### src/rtl/alu4_pkg.sv
// Package alu4_pkg
// Shared instruction encodings and one-hot select positions for the ALU datapath.
// Assumes a 4-bit instruction code; any code not listed here is treated as a no-op.
package alu4_pkg;

    localparam int OPC_W = 4;

    typedef enum logic [OPC_W-1:0] {
        OPC_ADD = 4'b0001,
        OPC_AND = 4'b0101,
        OPC_NOT = 4'b1001
    } opc_e;

    localparam int SEL_ADD = 0;
    localparam int SEL_AND = 1;
    localparam int SEL_NOT = 2;
    localparam int SEL_W   = 3;

endpackage

### src/rtl/alu4_decode.sv
// Module alu4_decode
// Turns the stored instruction code into a one-hot operation select.
// Assumes codes outside the package list must yield an all-zero select.
module alu4_decode
    import alu4_pkg::*;
(
    input  logic [OPC_W-1:0] code_i,
    output logic [SEL_W-1:0] sel_o
);

    // Map each known code to its select bit; unknown codes select nothing.
    always_comb begin
        sel_o = '0;
        case (code_i)
            OPC_ADD: sel_o[SEL_ADD] = 1'b1;
            OPC_AND: sel_o[SEL_AND] = 1'b1;
            OPC_NOT: sel_o[SEL_NOT] = 1'b1;
            default: sel_o = '0;
        endcase
    end

endmodule

### src/rtl/alu4_ripple_adder.sv
// Module alu4_ripple_adder
// Parameterised adder built as a chain of one-bit full adders.
// Assumes WIDTH >= 1; carry propagates serially from bit 0 upward.
module alu4_ripple_adder #(
    parameter int WIDTH = 4
) (
    input  logic [WIDTH-1:0] a_i,
    input  logic [WIDTH-1:0] b_i,
    input  logic             cin_i,
    output logic [WIDTH-1:0] sum_o,
    output logic             cout_o
);

    logic [WIDTH:0] chain;

    assign chain[0] = cin_i;

    genvar gi;
    generate
        for (gi = 0; gi < WIDTH; gi++) begin : g_fa
            // One full-adder cell: sum bit and carry to the next stage.
            assign sum_o[gi]    = a_i[gi] ^ b_i[gi] ^ chain[gi];
            assign chain[gi+1]  = (a_i[gi] & b_i[gi]) |
                                  (a_i[gi] & chain[gi]) |
                                  (b_i[gi] & chain[gi]);
        end
    endgenerate

    assign cout_o = chain[WIDTH];

endmodule

### src/rtl/alu4_core.sv
// Module alu4_core
// Combinational operation unit: sum, AND, or complement of the first operand.
// Assumes sel_i is one-hot or zero; carry is meaningful only for the sum.
module alu4_core
    import alu4_pkg::*;
#(
    parameter int WIDTH = 4
) (
    input  logic [WIDTH-1:0] a_i,
    input  logic [WIDTH-1:0] b_i,
    input  logic [SEL_W-1:0] sel_i,
    output logic [WIDTH-1:0] res_o,
    output logic             carry_o
);

    logic [WIDTH-1:0] sum_w;
    logic             cout_w;

    alu4_ripple_adder #(.WIDTH(WIDTH)) u_add (
        .a_i    (a_i),
        .b_i    (b_i),
        .cin_i  (1'b0),
        .sum_o  (sum_w),
        .cout_o (cout_w)
    );

    // Pick the result of the selected operation; carry only on a sum.
    always_comb begin
        res_o   = '0;
        carry_o = 1'b0;
        if (sel_i[SEL_ADD]) begin
            res_o   = sum_w;
            carry_o = cout_w;
        end else if (sel_i[SEL_AND]) begin
            res_o = a_i & b_i;
        end else if (sel_i[SEL_NOT]) begin
            res_o = ~a_i;
        end
    end

endmodule

### src/rtl/alu4_datapath.sv
// Module alu4_datapath
// Registered ALU datapath: source and instruction registers feed the core,
// whose result and flags are stored in the destination stage one edge later.
// Assumes synchronous active-low reset; unknown codes leave the result stage alone.
module alu4_datapath
    import alu4_pkg::*;
#(
    parameter int WIDTH = 4
) (
    input  logic             clk,
    input  logic             rst_n,
    input  logic [WIDTH-1:0] opnd_a_i,
    input  logic [WIDTH-1:0] opnd_b_i,
    input  logic [OPC_W-1:0] opcode_i,
    output logic [WIDTH-1:0] sr1_o,
    output logic [WIDTH-1:0] sr2_o,
    output logic [OPC_W-1:0] ir_o,
    output logic [WIDTH-1:0] dr_o,
    output logic [SEL_W-1:0] op_busy_o,
    output logic             carry_o,
    output logic             neg_o,
    output logic             zero_o,
    output logic             pos_o
);

    localparam int MSB = WIDTH - 1;

    logic [SEL_W-1:0] sel_w;
    logic [WIDTH-1:0] res_w;
    logic             cy_w;
    logic             valid_w;

    // Source and instruction stage: load inputs every edge.
    always_ff @(posedge clk) begin
        if (!rst_n) begin
            sr1_o <= '0;
            sr2_o <= '0;
            ir_o  <= '0;
        end else begin
            sr1_o <= opnd_a_i;
            sr2_o <= opnd_b_i;
            ir_o  <= opcode_i;
        end
    end

    alu4_decode u_dec (
        .code_i (ir_o),
        .sel_o  (sel_w)
    );

    alu4_core #(.WIDTH(WIDTH)) u_core (
        .a_i     (sr1_o),
        .b_i     (sr2_o),
        .sel_i   (sel_w),
        .res_o   (res_w),
        .carry_o (cy_w)
    );

    assign valid_w   = |sel_w;
    assign op_busy_o = sel_w;

    // Destination stage: store result and flags only for a recognised code.
    always_ff @(posedge clk) begin
        if (!rst_n) begin
            dr_o    <= '0;
            carry_o <= 1'b0;
            neg_o   <= 1'b0;
            zero_o  <= 1'b0;
            pos_o   <= 1'b0;
        end else if (valid_w) begin
            dr_o    <= res_w;
            carry_o <= cy_w;
            neg_o   <= res_w[MSB];
            zero_o  <= (res_w == '0);
            pos_o   <= !res_w[MSB] && (res_w != '0);
        end
    end

    // reset clears every register and flag.
    a_r1_reset_clears: assert property (@(posedge clk)
        !rst_n |=> (sr1_o == '0 && sr2_o == '0 && ir_o == '0 && dr_o == '0 &&
                    !carry_o && !neg_o && !zero_o && !pos_o));

    // inputs land in source and instruction registers.
    a_r2_capture: assert property (@(posedge clk) disable iff (!rst_n)
        rst_n |=> (sr1_o == $past(opnd_a_i) && sr2_o == $past(opnd_b_i) &&
                   ir_o == $past(opcode_i)));

    // sum result and carry one edge after the sum is decoded.
    a_r3_add_result: assert property (@(posedge clk) disable iff (!rst_n)
        op_busy_o[SEL_ADD] |=>
            ({carry_o, dr_o} == ({1'b0, $past(sr1_o)} + {1'b0, $past(sr2_o)})));

    // carry is cleared after AND or complement.
    a_r5_no_carry: assert property (@(posedge clk) disable iff (!rst_n)
        (op_busy_o[SEL_AND] || op_busy_o[SEL_NOT]) |=> !carry_o);

    // complement uses the first operand only.
    a_r5_not_result: assert property (@(posedge clk) disable iff (!rst_n)
        op_busy_o[SEL_NOT] |=> (dr_o == ~$past(sr1_o)));

    // unknown code holds result and flags.
    a_r6_hold: assert property (@(posedge clk) disable iff (!rst_n)
        (op_busy_o == '0) |=> ($stable(dr_o) && $stable(carry_o) &&
                               $stable(neg_o) && $stable(zero_o) && $stable(pos_o)));

    // exactly one condition flag after a valid operation.
    a_r7_one_flag: assert property (@(posedge clk) disable iff (!rst_n)
        (|op_busy_o) |=> ($countones({neg_o, zero_o, pos_o}) == 1));

    // indicator never has more than one bit set.
    a_r8_onehot: assert property (@(posedge clk) disable iff (!rst_n)
        $onehot0(op_busy_o));

endmodule

### config.mk
export PLATFORM = sky130hd
export DESIGN_NAME = alu4_datapath
export DESIGN_NICKNAME = d
export VERILOG_FILES = /design/src/rtl/alu4_pkg.sv /design/src/rtl/alu4_decode.sv /design/src/rtl/alu4_ripple_adder.sv /design/src/rtl/alu4_core.sv /design/src/rtl/alu4_datapath.sv
export SDC_FILE = /design/constraint.sdc
export NUM_CORES = 1
export LEC_CHECK = 0
export BUFFER_PORTS_ARGS = -buffer_cell sky130_fd_sc_hd__buf_2
export CAP_MARGIN = 15
export CORE_MARGIN = 3
export CORE_UTILIZATION = 45
export CTS_CLUSTER_SIZE = 28
export DETAILED_ROUTE_END_ITERATION = 10
export PLACE_DENSITY = 0.76
export RECOVER_POWER = 50
export SYNTH_ARGS = -nofsm -noshare
export SYNTH_HDL_FRONTEND = slang
export SYNTH_SLANG_ARGS = --single-unit
### constraint.sdc
create_clock -name clk -period 3.45 [get_ports clk]
set_clock_uncertainty 0.15 [all_clocks]
set_input_delay 0.69 -clock clk [delete_from_list [all_inputs] [get_ports clk]]
set_output_delay 0.69 -clock clk [all_outputs]
set_load 0.05 [all_outputs]
==> After elaboration in Yosys (flattened, before gate mapping) <==
Index checks and enable logic that the tools add are counted.
{ "word_totals": {"register_bits": 20, "word_cells": 48} }
{ "op_classes": {"eq_ne": 3, "n_mux": 7, "bitwise_logic": 25, "n_reduce_logical": 5} }
{ "ops": {"columns": ["cell", "count"], "rows": [
  ["$mux W4", 3],
  ["$and A1 B1 Y1", 10],
  ["$xor A1 B1 Y1", 7],
  ["$or A1 B1 Y1", 6],
  ["$and A4 B4 Y4", 1],
  ["$eq A4 B1 Y1 const B", 1],
  ["$eq A4 B3 Y1 const B", 1],
  ["$eq A4 B4 Y1 const B", 1],
  ["$logic_not A4 Y1", 1],
  ["$mux W1", 4],
  ["$not A4 Y4", 1],
  ["$reduce_bool A4 Y1", 1],
  ["$reduce_or A3 Y1", 1],
  ["$logic_and A1 B1 Y1", 1],
  ["$logic_not A1 Y1", 1]
]} }

==> Logic depth before layout (Yosys ltp) <==
Gate-level depths: netlist (run 1).
{ "logic_depth": {"word_depth": 11, "depth_mapped": 7, "mapped_depth_nobuf": 7} }

==> Hierarchy <==
Synthesis (run 1) repeated with hierarchy kept, for this count alone.
{ "hier_totals": {"cells_unflattened": 91, "area_unflattened_um2": 878.3} }
{ "modules_own_cells": {"columns": ["mod", "instances", "cells_per_inst", "area_each_um2", "seq_area_each_um2"], "rows": [
  ["alu4_datapath", 1, 58, 593.1, 380.4],
  ["alu4_core", 1, 16, 127.6, 0.0],
  ["alu4_ripple_adder", 1, 14, 117.6, 0.0],
  ["alu4_decode", 1, 3, 40.0, 0.0]
]} }

==> Worst setup path before layout (run 1) <==
No wires, ideal clock.
{ "synth_path": {"kind": "flip-flop to flip-flop", "start": "register sr1_o[0]", "end": "register pos_o", "setup_ps": 66, "arrival_ps": 2671, "required_time_ps": 3234, "slack_ps": 563, "stages_incl_launch_ff": 8, "n_path_buf": 0, "cell_sequence": "dfxtp_1 -> ha_1 -> fa_1 -> fa_1 -> fa_1 -> a211o_1 -> a221o_1 -> a21oi_2"} }
{ "synth_via": {"elab_chain_len": 11, "elab_cells_between_ends": 21, "classes_between": "mux (3); bitwise (15); reduce/logical (3)"} }
{ "synth_rtl": {"columns": ["item", "line_no", "rtl"], "rows": [
  ["start: declaration", "alu4_datapath.sv:15", "output logic [WIDTH-1:0] sr1_o,"],
  ["start signal: assignment", "alu4_datapath.sv:40", "sr1_o <= opnd_a_i;"],
  ["$and A1 B1 Y1", "alu4_ripple_adder.sv:23", "assign chain[gi+1] = (a_i[gi] & b_i[gi]) |"],
  ["$and A1 B1 Y1", "alu4_ripple_adder.sv:24", "(a_i[gi] & chain[gi]) |"],
  ["$or A1 B1 Y1", "alu4_ripple_adder.sv:23", null],
  ["$or A1 B1 Y1", "alu4_ripple_adder.sv:24", null],
  ["$and A1 B1 Y1", "alu4_ripple_adder.sv:24", null],
  ["$or A1 B1 Y1", "alu4_ripple_adder.sv:23", null],
  ["$or A1 B1 Y1", "alu4_ripple_adder.sv:24", null],
  ["$xor A1 B1 Y1", "alu4_ripple_adder.sv:22", "assign sum_o[gi] = a_i[gi] ^ b_i[gi] ^ chain[gi];"],
  ["$mux W4 (*)", "alu4_core.sv:31", "if (sel_i[SEL_ADD]) begin"],
  ["$reduce_bool A4 Y1 / $logic_not A1 Y1 (equally long branches)", "alu4_datapath.sv:75", "pos_o <= !res_w[MSB] && (res_w != '0);"],
  ["$logic_and A1 B1 Y1 (*)", "alu4_datapath.sv:75", null],
  ["end signal: assignment", "alu4_datapath.sv:75", null],
  ["end: declaration", "alu4_datapath.sv:23", "output logic pos_o"]
]} }
Mark *: on every way between the ends. The rest lies on a longest branch, timed or not.
A chain may end at the register's enable or synchronous reset.

==> Worst setup path in the final report (run 1) <==
Same ends and word-level chain as after synthesis.

==> results of run 1 <==
state kept, by name, summed over array words and instances (netlist names):
name and count:
carry_o 1, dr_o 4, ir_o 4, pos_o 1
sr1_o 4, sr2_o 4, zero_o 1
path summary, 6_finish.rpt:
check	from	to	slack [ns]
worst max-delay path	sr1_o[0]	pos_o	0.69
worst min-delay path	dr_o[1]	dr_o[1]	0.31
worst max register to register	sr1_o[0]	pos_o	0.69
worst min register to register	dr_o[1]	dr_o[1]	0.31
worst max-delay path: stages (launching register included):
cell and delay [ns]:
dfxtp_1 0.33, ha_1 0.22, fa_1 0.38, fa_1 0.39, fa_1 0.44, a211o_1 0.34
a221o_1 0.34, a21oi_2 0.11
synth_stat cells, types with 2 or more instances:
cell type / n / area share [%]
nand2_1: 3 / 1.3
nor2_1: 7 / 3.1
ha_1: 4 / 5.8
a21oi_1: 5 / 2.9
a22oi_1: 4 / 3.5
nor3_1: 2 / 1.2
dfxtp_1: 19 / 44
and2_1: 14 / 10
fa_1: 3 / 7.0
nand2b_1: 5 / 3.6
o32ai_1: 2 / 2.0
inv_1: 5 / 2.2
layout by cell type, fill, tap and decap left out, types with 2 or more instances in the layout:
cell type / netlist / routed
clkbuf_4: 0 / 3
inv_1: 5 / 5
nand2_1: 3 / 3
nand2b_1: 5 / 5
and2_0: 0 / 4
a21oi_1: 5 / 5
dfxtp_1: 19 / 19
a22oi_1: 4 / 4
ha_1: 4 / 4
clkbuf_1: 1 / 10
nor3_1: 2 / 2
buf_2: 1 / 27
and2_1: 14 / 10
nor2_1: 7 / 7
fa_1: 3 / 3
o32ai_1: 2 / 2
routing by layer:
layer  track usage, %  vias up  part of all wire (%)  wire [um]
li1                 -      358                     -          -
met1             18.9      322                    45        752
met2             25.6       28                    47        785
met3             3.32        4                   6.7        112
met4             6.91        0                   1.9         32
met5                0        -                     0          0
power breakdown:
part           internal (mW)  switching (mW)  total [mW]
registers              0.231          0.0120       0.243
logic                 0.0320          0.0741       0.106
clock network         0.0449          0.0617       0.107
through the flow:
step	power, mW	setup slack, ns	util [%]	cells	hold slack [ns]
floorplan	0.330	0.563	-	86	0.524
global placement	0.353	0.778	59.1	143	0.294
detailed placement	0.356	0.730	59.1	143	0.299
CTS	0.464	0.696	60.6	147	0.314
global route	0.489	0.610	59.9	147	0.350
finish	0.455	0.692	59.9	147	0.310
logic make-up after synthesis:
group	count (synthesis)	synth area share, %
flops	19	44.3
buf+inv	9	5.39
simple gates	35	23.9
fa+ha+maj	7	12.8
compound gates	16	13.6
area by class of cell:
class                           count  area [sq um]  share of cell area (%)
Timing Repair Buffer               36           169                    16.0
Sequential cell                    19           380                    36.0
Clock buffer                        4          26.3                    2.49
Tap cell                           25          31.3                    2.96
Inverter                            5          18.8                    1.78
Multi-Input combinational cell     58           432                    40.8
==> qor.txt, run 1 <==
fin. max-slew vios = 0
final setup fails = 0
dpl cell area = 1040 sq um
Via Count = 712
CP endpoint kind = flop
setup TNS = 0 ns
RSZ-0062 raised after global routing = no
design area = 1060 sq um
clock root cell = clkbuf_4
clk slew on worst S/H paths = 0.10 ns
total wire length = 1.68 mm
Critical Path AT = 2.83 ns
syn nets = 107
row count = 15
Hold-fix buffers, CTS = 0
clk sinks = 19
status = finished, final reports clean
fin nets = 144
Inserted Diodes = 0
Synth cell types = 25
Syn-to-layout area delta = 23.2%
CTS buffer count = 3
period utilization = 79.9%
final hold violations = 0
Cell Pwr Density = 431 nW/um^2
Total Routing Usage GR = 15.4%
Die Y = 49.7 um
fill count = 169
max cap viols = 0
Longest Clk Path Bufs = 2
syn_area_per_cell = 9.98 sq um
CP Class = reg -> reg
Max FO, Critical Path = 3
remaining global-route overflow = 0
leakage = 0.491 nW
Syn Inst Count = 86
EDFF count, synth = 0
Core Region = 1760 sq um
worst skew pair latency = 0.29 ns
f_max = 363 MHz
H-tree Lvls = 1
WHS Path Cells = 2
vias in the first global route = 698
sequential cell area fraction in the yosys report = 44.3%
peak supply drop = 0.000292 V
IO Port Bufs = 36
synth warn = 0
post-DP HPWL = 1.33 mm
worst slew pin tran = 0.599 ns
1st-pass router iterations = 4
gp weighted congestion = 0.911
first-pass GRT wire length = 2.93 mm
drc violations = 0
WL per Instance = 11.4 um
die area = 2470 sq um
layout cells sized above 1 = 27.9%
post-route ant nets = 0
DR vias/cell = 4.84
Final min period = 2.76 ns
Cell Area, Synth = 858 sq um
Starting Density = 48.7%
Synth async-reset ratio = 0%
FF-to-FF path depth = 7
Critical Path RT = 3.52 ns
initial antenna violation count = 0
CTS tree = done
Startpoint Class = flop
max_slew headroom = 60.3%
largest net degree at the start of global routing = 15
die width = 49.7 um
setup bufs post-CTS = 0
post-synthesis register bit count = 19
hold crit path type = reg -> reg
prevailing post-synth register cell = dfxtp_1
1st-iter DRT viols = 19
Post-CTS Resized = 0
Top Ports = 37
Power figures use the tool's default switching activity.
==> run 2: changes to the inputs <==
- CORE_UTILIZATION: 45 -> 41
- PLACE_DENSITY: 0.76 -> 0.73
- clock period: 3.45 -> 2.49 ns (I/O delays scaled with it)
==> qor.txt, run 2 (synthesis gave the netlist of run 1 again) <==
1st-pass router iterations = 5
CP delay by family, top = adder cells
Startpoint Class = flop
period utilization = 103%
hold crit path type = in -> reg
clock root cell = clkbuf_4
max cap viols = 0
f_max = 389 MHz
remaining global-route overflow = 0
Total Routing Usage GR = 15.0%
most frequent cells in the layout = buf_2 (30), dfxtp_1 (15), and2_1 (11)
Final min period = 2.57 ns
vias in the first global route = 688
Longest Clk Path Bufs = 2
max_slew headroom = 59.8%
CTS buffer count = 3
die width = 51.8 um
setup TNS = -0.109 ns
Inserted Diodes = 0
Via Count = 724
first-pass GRT wire length = 2.99 mm
CTS tree = done
post-DP HPWL = 1.39 mm
row count = 15
layout cells sized above 1 = 41.3%
Syn-to-layout area delta = 32.5%
Core Region = 1840 sq um
1st-iter DRT viols = 14
final setup fails = 2
Slowest cell on crit path = fa_1
max incr delay on CP = 0.44 ns
worst skew pair latency = 0.30 ns
IO Port Bufs = 36
commonest non-fill, non-tap cell in the layout = buf_2
placed insts = 146
Max FO, Critical Path = 3
failing checks = negative setup slack
Critical Path AT = 2.67 ns
clk slew on worst S/H paths = 0.11 ns
Die Y = 51.8 um
crit-path most repeated cell = fa_2
Top Ports = 37
worst slew pin tran = 0.606 ns
status = finished with violations
drc violations = 0
Cell Pwr Density = 577 nW/um^2
gp weighted congestion = 0.839
Hold-fix buffers, CTS = 0
Critical Path RT = 2.59 ns
leakage = 0.523 nW
CP endpoint kind = flop
fin worst setup slack = -0.0792 ns
fin. max-slew vios = 0
largest net degree at the start of global routing = 15
DR vias/cell = 4.79
fin nets = 148
initial antenna violation count = 0
final hold violations = 0
total wire length = 1.75 mm
WL per Instance = 11.6 um
Cell Count, Final, Fillers Out = 151
crit-path cells = ha_4 > fa_2 > fa_2 > fa_1 > a211o_1 > a221o_1 > a21oi_2
peak supply drop = 0.000454 V
Starting Density = 46.7%
Buf/Inv on CP = 0
clk sinks = 19
CP Class = reg -> reg
post-route ant nets = 0
die area = 2680 sq um
RSZ-0062 raised after global routing = yes
H-tree Lvls = 1
==> run 2: cell types whose count changed in the layout (fill, tap and decap cells not counted), moves of 2 or more <==
cell	change
buf_2	+3
buf_4	+4
clkbuf_1	-4
dfxtp_1	-4
dfxtp_2	+2
dfxtp_4	+2
fa_1	-2
fa_2	+2
nor3_1	-2
nor3_2	+2
==> run 2: routing by layer <==
metal | track usage (%) | wire (um)
met1 | 17.6 | 746
met2 | 25.8 | 866
met4 | 3.93 | 8
met5 | 0 | 0
met3 | 5.16 | 130
==> run 2: worst reg2reg max path: cells and delay by family, from the launching register on <==
| family | cells | cell delay, ns |
|---|---|---|
| AO/OA/AOI/OAI | 3 | 0.73 |
| adder cells (fa/ha/maj) | 4 | 1.27 |
| flip-flops | 1 | 0.37 |
==> run 2: worst paths after layout <==
check / from / end / slack, ns / cells after the start
max: sr1_o[0] / pos_o / -0.08 / 7
min: opnd_a_i[0] / sr1_o[0] / 0.24 / 2
max reg2reg: sr1_o[0] / pos_o / -0.08 / 7
min reg2reg: dr_o[1] / dr_o[1] / 0.31 / 2
==> run 2: power breakdown <==
group	leakage [nW]	switching, mW	internal [mW]
combinational	0.350	0.106	0.0561
sequential	0.159	0.0184	0.319
clock	0.0139	0.0960	0.0612
==> run 2: final cells by class <==
| type | instances | area, sq um |
|---|---|---|
| Inverter | 5 | 18.8 |
| Tap cell | 25 | 31.3 |
| Timing Repair Buffer | 40 | 203 |
| Clock buffer | 3 | 22.5 |
| Clock inverter | 1 | 7.51 |
| Fill cell | 189 | 702 |
| Sequential cell | 19 | 390 |
| Multi-Input combinational cell | 58 | 464 |
==> run 2: per-stage QoR <==
step	instance area (sq um)	utilization, %	power [mW]	setup WS (ns)	hold slack [ns]
after floorplan	893	-	0.460	-0.121	0.469
after global placement	1100	59.8	0.501	-0.0713	0.293
after detailed placement	1100	59.8	0.503	-0.0992	0.297
after CTS	1140	62.2	0.664	-0.120	0.232
after global routing	1140	61.8	0.696	-0.151	0.224
final	1140	61.8	0.657	-0.0792	0.241
==> run 2: what timing repair did <==
action / 4_1_cts / 5_1_grt
pin swaps: 1 / 1
buffers inserted: 1 / 0
endpoints found under the setup margin: 2 / 3
gates resized for setup: 2 / 0
==> run 3: changes to the inputs <==
- ABC_AREA: default -> 1
- CORE_ASPECT_RATIO: default -> 0.6
- CORE_MARGIN: 3 -> 2
==> qor.txt, run 3 <==
status = finished, final reports clean
setup bufs post-CTS = 0
hold_sp = opnd_b_i[1]
worst slew pin tran = 0.632 ns
Total Routing Usage GR = 15.2%
Logic pwr share = 23.4%
Inserted Diodes = 0
1st-iter DRT viols = 23
vias in the first global route = 642
fill count = 213
clock share of power = 23.8%
synth warn = 0
Syn-to-layout area delta = 26.0%
Critical Path RT = 2.55 ns
peak supply drop = 0.000290 V
hold crit path type = in -> reg
Synth async-reset ratio = 0%
register area = 385 sq um
internal power = 0.421 mW
reg2reg end = pos_o
top post-synthesis cells by area = dfxtp_1 (42%), nand2_1 (8.3%), inv_1 (7.5%), fa_1 (6.7%), ha_1 (5.6%)
initial antenna violation count = 0
IO Port Bufs = 36
beginning of the worst register-to-register path = sr1_o[0]
wire length on met3 = 114 um
largest net degree at the start of global routing = 16
Syn Inst Count = 109
post-DP HPWL = 1.55 mm
most frequent cells after synthesis = nand2_1 (20), dfxtp_1 (19), inv_1 (18)
power share of the sequential group = 52.8%
net switching power figure = 0.215 mW
fin. max-slew vios = 0
commonest non-fill, non-tap cell in the layout = buf_2
gp weighted congestion = 0.805
R2R setup slack = 0.12 ns
H-tree Lvls = 1
Fin Hold WS = 0.232 ns
leading area contributor after synthesis = dfxtp_1
switching share of power = 33.9%
Final Power = 0.636 mW
Top Metal Used = met3
syn nets = 130
WL per Instance = 10.6 um
post-synthesis register bit count = 19
prevailing post-synth register cell = dfxtp_1
row count = 13
metal1 wirelength = 831 um
die area = 2600 sq um
worst skew pair latency = 0.29 ns
EDFF count, synth = 0
CP Class = reg -> reg
most instantiated library cell after synthesis = nand2_1
total wire length = 1.87 mm
RSZ-0062 raised after global routing = no
design area = 1130 sq um
area of the multi-input gates = 428 sq um
Max FO, Critical Path = 3
layout cells sized above 1 = 32.7%
leakage = 0.636 nW
period utilization = 95.0%
syn_area_per_cell = 8.25 sq um
clk slew on worst S/H paths = 0.11 ns
Hold-fix buffers, CTS = 0
clock root cell = clkbuf_4
most frequent cells in the layout = buf_2 (27), nand2_1 (20), inv_1 (18)
Longest Clk Path Bufs = 2
max incr delay on CP = 0.48 ns
Core Region = 2110 sq um
drc violations = 0
CTS buffer count = 3
max cap viols = 0
Hold EP = sr2_o[1]
fin nets = 169
max_slew headroom = 57.8%
Synth top area share = 42.3%
Die Y = 40.3 um
Critical Path AT = 2.42 ns
Top Ports = 37
WHS Path Cells = 3
f_max = 423 MHz
CTS tree = done
1st-pass router iterations = 4
Slowest cell on crit path = fa_1
first-pass GRT wire length = 2.82 mm
sequential cell area fraction in the yosys report = 42.3%
dpl cell area = 1110 sq um
Synth cell types = 22
clk sinks = 19
Cell Area, Synth = 900 sq um
crit-path cells = ha_2 > fa_2 > fa_2 > fa_1 > inv_1 > nor2_1 > inv_2 > nand3_2 > nor2_1 > nand2_1 > inv_1
Final min period = 2.37 ns
die width = 64.5 um
final setup fails = 0
DR vias/cell = 4.45
remaining global-route overflow = 0
FF-to-FF path depth = 11
Via Count = 788
Starting Density = 42.5%
CP delay by family, top = adder cells
WL met2 = 924 um
Post-CTS Resized = 1
final hold violations = 0
Startpoint Class = flop
Buf/Inv on CP = 3
CP endpoint kind = flop
Util after Layout = 53.6%
post-route ant nets = 0
Cell Pwr Density = 561 nW/um^2
run 3: through the flow:
stage / instances / setup slack (ns) / TNS (ns)
final: 177 / 0.124 / 0
after global routing: 177 / 0.00733 / 0
after CTS: 177 / 0.0337 / 0
after detailed placement: 173 / -0.00286 / -0.00286
after global placement: 173 / 0.0548 / 0
after floorplan: 109 / 0.000531 / 0
run 3: how the worst max path moves through the flow:
| stage | from | depth (start not counted) | slack, ns | endpoint |
|---|---|---|---|---|
| finish | sr1_o[0] | 11 | 0.12 | pos_o |
| detailed placement | sr1_o[0] | 11 | -0.003 | pos_o |
| CTS | sr1_o[0] | 10 | 0.03 | zero_o |
| global placement | sr1_o[0] | 10 | 0.05 | zero_o |
| floorplan | sr2_o[0] | 10 | 0.0005 | zero_o |
| global route | sr1_o[0] | 10 | 0.007 | zero_o |
run 3: layout make-up:
class	count	area share (%)
multi-input combinational	65	37.7
clock buffer	4	2.32
inverter	23	7.73
sequential	19	34.0
tap	30	3.31
timing repair buffer	36	14.9
run 3: logic make-up after synthesis:
family                     count (synthesis)  share of synthesized area, %
and+or+nand+nor                           49                          28.0
buffers and inverters                     25                          11.0
DFF                                       19                          42.3
AOI/OAI and AO/OA                          9                          6.54
adders and majority gates                  7                          12.2
run 3: routing by layer:
| layer | global-route usage [%] | vias up |
|---|---|---|
| met4 | 1.60 | 0 |
| met2 | 27.9 | 30 |
| met1 | 18.0 | 352 |
| met3 | 5.90 | 0 |
| li1 | - | 406 |
| met5 | 0 | - |
run 3: power by group through the flow:
stage / Clock, mW / Sequential (mW) / Combinational (mW)
after floorplan: 0 / 0.398 / 0.0561
after global placement: 0 / 0.342 / 0.147
after detailed placement: 0 / 0.343 / 0.151
after CTS: 0.160 / 0.336 / 0.151
after global routing: 0.173 / 0.338 / 0.161
final: 0.152 / 0.336 / 0.149
run 3: tightest hold or removal path: cells and delay by family:
kind          cells  cell delay [ns]
buf+inv           2             0.12
simple gates      1             0.04
